File: config.mk
export PLATFORM = sky130hd
export DESIGN_NAME = jcc_seq
export DESIGN_NICKNAME = d
export VERILOG_FILES = /design/src/rtl/jcc_pkg.sv /design/src/rtl/jcc_seq.sv
export SDC_FILE = /design/constraint.sdc
export NUM_CORES = 1
export LEC_CHECK = 0
export CAP_MARGIN = 20
export CORE_AREA = 8 8 63 76
export DETAILED_ROUTE_END_ITERATION = 7
export DIE_AREA = 0 0 71 84
export DONT_BUFFER_PORTS = 1
export PLACE_DENSITY = 0.63
export SETUP_SLACK_MARGIN = 0.02
export SYNTH_ARGS = -nofsm -noshare
export SYNTH_HDL_FRONTEND = slang
export SYNTH_SLANG_ARGS = --single-unit
File: constraint.sdc
create_clock -name clk_i -period 6.3 [get_ports clk_i]
set_clock_uncertainty 0.15 [all_clocks]
set_input_delay 0.315 -clock clk_i [delete_from_list [all_inputs] [get_ports clk_i]]
set_output_delay 0.315 -clock clk_i [all_outputs]
set_load 0.02 [all_outputs]
File: src/rtl/jcc_pkg.sv
package jcc_pkg;
  localparam int          MARK_W = 8;
  localparam logic [7:0]  MARK   = 8'h52;
  localparam int          PRE_DR = 3;  // 1,0,0 : idle -> shift-dr
  localparam int          PRE_IR = 4;  // 1,1,0,0 : idle -> shift-ir
  localparam int          POST_N = 2;  // exit1 -> update -> idle

  typedef enum logic [1:0] {ST_IDLE, ST_MAIN, ST_DIAG} jcc_st_e;
endpackage

File: src/rtl/jcc_seq.sv
module jcc_seq import jcc_pkg::*; #(
  parameter int MAX_LEN = 32
) (
  input  logic                               clk_i,
  input  logic                               rst_ni,
  input  logic                               load_i,
  input  logic                               fall_i,
  input  logic                               ir_i,
  input  logic                               men_i,
  input  logic [$clog2(MAX_LEN+1)-1:0]       len_i,
  input  logic [MAX_LEN+MARK_W-1:0]          tx_i,
  output logic                               tms_o,
  output logic                               tdi_o,
  output logic                               shift_o,
  output logic [$clog2(MAX_LEN+MARK_W+1)-1:0] sidx_o,
  output logic                               done_o
);
  localparam int TXW = MAX_LEN + MARK_W;
  localparam int KW  = $clog2(TXW + 1);
  localparam int CW  = $clog2(TXW + PRE_IR + POST_N + 1);

  logic [CW-1:0] c_q, pre_n, nbits, sh_end, last_c;
  logic [KW-1:0] k;
  logic          in_sh;

  assign pre_n  = ir_i ? CW'(PRE_IR) : CW'(PRE_DR);
  assign nbits  = CW'(len_i) + (men_i ? CW'(MARK_W) : CW'(0));
  assign sh_end = pre_n + nbits;
  assign last_c = sh_end + CW'(POST_N - 1);
  assign in_sh  = (c_q >= pre_n) && (c_q < sh_end);
  assign k      = KW'(c_q - pre_n);

  always_comb begin
    tdi_o = 1'b0;
    if (c_q < pre_n) begin
      tms_o = (c_q == '0) || (ir_i && c_q == CW'(1));
    end else if (in_sh) begin
      tms_o = (c_q == sh_end - CW'(1));  // leave shift on last bit
      tdi_o = tx_i[k];
    end else begin
      tms_o = (c_q == sh_end);
    end
  end

  always_ff @(posedge clk_i or negedge rst_ni) begin
    if (!rst_ni)                       c_q <= '0;
    else if (load_i)                   c_q <= '0;
    else if (fall_i && c_q != last_c)  c_q <= c_q + CW'(1);
  end

  assign shift_o = in_sh;
  assign sidx_o  = k;
  assign done_o  = fall_i && (c_q == last_c);
endmodule

==> impl_metrics.yaml <==
setup_path:
  r2r_end: "c_q[3]"
  max_stage_delay_ns: 0.36
  cp-endpoint: "tms_o"
  crit_type: "input port to primary output"
  critPathLaunchType: "input port"
  critPathSlowestCell: "a221o_1"
  worstPathCellList: "inv_1, ha_1, nand3_1, and3_1, nor2_1, inv_1, ha_1, a21oi_1, o21ai_0, maj3_1, a221o_1, nor4_1, o31a_1"
  end_kind: "primary output"
  r2r_cells: 5
  r2r_setup_slack_ns: 3.69
  crit_buf_inv: 2
  worstSetupStartpoint: "ir_i"
  cp.depth: 13
  worst_path_dominant_cell_family: "simple AND/OR/NAND/NOR gates"
  worstPathRequired_ns: 5.83
  worstPathArrival_ns: 3.37
  r2r_start: "c_q[3]"
  cp_max_fo: 6
placement:
  place.detailed.hpwl_um: 3640
  dp.cells: 200
  preCtsSetupSlack_ns: 2.45
  gp_congestion: 0.901
  numPortBuffers: 0
finish:
  diodes: 0
  top_regs: "c_q: 6 flops"
  fill_cells: 337
  largest_reg_flops: 6
  seqCellArea_um2: 150
  top_register: "c_q"
  stdcell_count: 205
  drive_gt1_share_pct: 15.1
  synthToLayoutAreaGrowth_pct: 4.86
  final_core_util_pct: 45.7
  fin_nets: 239
  multi_input_area_um2: 1310
synth:
  synth_top_cell_area_share_pct: 14.6
  synthesis.area_um2: 1550
  synth_compound_area_share_pct: 15.1
  synth_mux_area_share_pct: 20.9
  synth_seq_area_share_pct: 9.72
  synth_top_cell_by_area: "mux4_2"
  synth_top_family_by_area: "multiplexers"
  synth_fa_ha_area_share_pct: 17.0
  synthFlopType: "dfrtp_1"
  synthArstFlopShare_pct: 100
  synth-simple-area-share_pct: 19.0
  syn-mean-instance-area_um2: 9.20
  synth_edf_count: 0
  yosys-top-cells-area: "mux4_2 (15%), ha_1 (14%), dfrtp_1 (9.7%), xor2_1 (4.5%), mux2i_1 (3.9%)"
  yosys_register_bits: 6
  synth_fp_nets: 239
  syn_inst: 168
  ys_warn_count: 0
  synth.distinct_cells: 52
  synth_xor_area_share_pct: 12.6
clock_tree:
  cts_resized: 0
  cts_tree: "done"
  cts_root_buffer: "clkbuf_8"
  htree_levels: 1
  post-cts-setup-buffer-count: 0
  clkSinkCount: 6
  max-clock-path-buffers: 2
  cts_made_buffers: 3
  clk_latency_ns: 0.22
  clk_pin_slew_ns: 0.03
global_routing:
  antenna_found_initial: 0
  grt_remaining_overflow: 0
  grt_max_degree: 13
  grt_pass1_vias: 1317
  grt_usage_pct: 13.3
  grt_pass1_wl_um: 6400
timing:
  setup_slack_ns: 2.46
  worstMarginPinSlew_ns: 0.736
  holdWs_ns: 0.0157
  period_minus_slack_ns: 3.84
  fin_crit_sh_pct: 60.9
  finalHoldViolations: 0
  drv_slew: 0
  slew_headroom_pct: 50.6
  fmax_mhz: 261
  rsz0062_at_grt: "no"
  tns_ns: 0
  finalSetupViolations: 0
drt:
  wire_per_inst_um: 20.3
  drtPass1Iterations: 4
  wirelength_um: 4160
  ant_nets: 0
  vias_per_cell: 6.27
  vias: 1286
  drtIter0Drc: 40
  drc_errors: 0
die:
  initial_core_util_pct: 43.6
  die-width_um: 71
  fp.dieH_um: 84
  rows: 24
  die_area_um2: 5960
  io_pins: 62
  coreArea_um2: 3540
power:
  p_leak_uw: 0.000721
  pwr_density_cell_nw_per_um2: 176
  irDropWorstVdd_mv: 0.0679
run_status:
  outcome: "completed"
worst_hold_path:
  min_path_type: "input port to flop"
job:
  drv_cap: 0
[cell families (layout without fill, tap and decap cells)]
family                     count (synthesis)  after routing
AOI/OAI and AO/OA                         32             32
xor gates and xnor gates                  16             16
adders and majority gates                 20             20
buffers and inverters                     21             19
DFF                                        6              6
muxes                                     19             19
and+or+nand+nor                           54             54
[routing by layer]
layer  track usage [%]  up-vias  share of wire (%)
met5                 0        -                  0
met4              6.83        0                3.1
met3              5.53       12                 11
met2              23.6       66                 49
met1              12.8      592                 37
li1                  -      616                  -
[report_power, final]
part	switching [uW]	total [uW]	leakage (uW)	internal, uW
combinational	102	185	0.000617	83.2
sequential	3.31	43.5	0.0000823	40.2
clock	16.0	57.0	0.0000216	41.0
total	121	286	0.000721	164
[worst register-to-register path: cells and delay by family, from the launching register on]
family | cells | cell delay, ns
AO/OA/AOI/OAI | 1 | 0.58
XOR/XNOR | 1 | 0.59
flip-flops | 1 | 0.54
AND/OR/NAND/NOR | 1 | 0.12
multiplexers | 2 | 0.51
[placed cells by master (no fill, tap or decap), types with 2 or more instances in the layout]
| master | instances |
|---|---|
| dfrtp_1 | 6 |
| nand2_1 | 9 |
| and3_1 | 4 |
| nor2b_1 | 3 |
| ha_1 | 17 |
| nand3_1 | 6 |
| nor2_1 | 10 |
| o21ai_0 | 8 |
| mux4_2 | 10 |
| clkbuf_8 | 3 |
| nor3_1 | 4 |
| a21o_1 | 2 |
| a21oi_1 | 8 |
| nand2b_1 | 3 |
| a211oi_1 | 2 |
| or3_2 | 2 |
| a221o_1 | 2 |
| xor2_1 | 8 |
| inv_1 | 13 |
| dlygate4sd3_1 | 2 |
| xnor2_1 | 4 |
| mux2_1 | 2 |
| o21bai_1 | 2 |
| nor4_1 | 2 |
| nand4_1 | 3 |
| mux2i_1 | 6 |
| fa_1 | 2 |
[Yosys cell counts, types with 3 or more instances]
cell      number
xnor2_1        4
a21oi_1        8
nand2b_1       3
nand2_1        9
nor2_1        10
nand3_1        6
dfrtp_1        6
xor2_1         8
nand4_1        3
nor3_1         4
ha_1          17
inv_1         13
mux4_2        10
o21ai_0        8
clkbuf_1       4
and3_1         4
mux2i_1        6
nor2b_1        3
[stage by stage]
step	total power, uW	cell area [um2]
2_1_floorplan	198	1550
3_3_place_gp	225	1560
3_5_place_dp	228	1560
4_1_cts	287	1610
5_1_grt	306	1620
6_report	286	1620
[timing repair]
item | CTS | global route
hold buffers | 1 | 1
hold endpoints to repair | 6 | 1
endpoints found under the setup margin | 0 | 0
[layout make-up]
cell class | instances | share of cell area [%]
Timing Repair Buffer | 2 | 1.24
Tap cell | 39 | 3.01
Multi-Input combinational cell | 141 | 80.7
Inverter | 14 | 3.24
Sequential cell | 6 | 9.27
Clock buffer | 3 | 2.55
[how the worst min path moves through the flow]
| stage | depth (start not counted) | slack, ns | endpoint | start |
|---|---|---|---|---|
| after floorplan | 0 | -0.13 | c_q[0] | rst_ni |
| after global placement | 0 | -0.13 | c_q[2] | rst_ni |
| after detailed placement | 0 | -0.13 | c_q[1] | rst_ni |
| after CTS | 1 | 0.0008 | c_q[4] | load_i |
| after global routing | 1 | 0.01 | c_q[2] | load_i |
| final | 1 | 0.02 | c_q[2] | load_i |
Power figures use the tool's default switching activity.
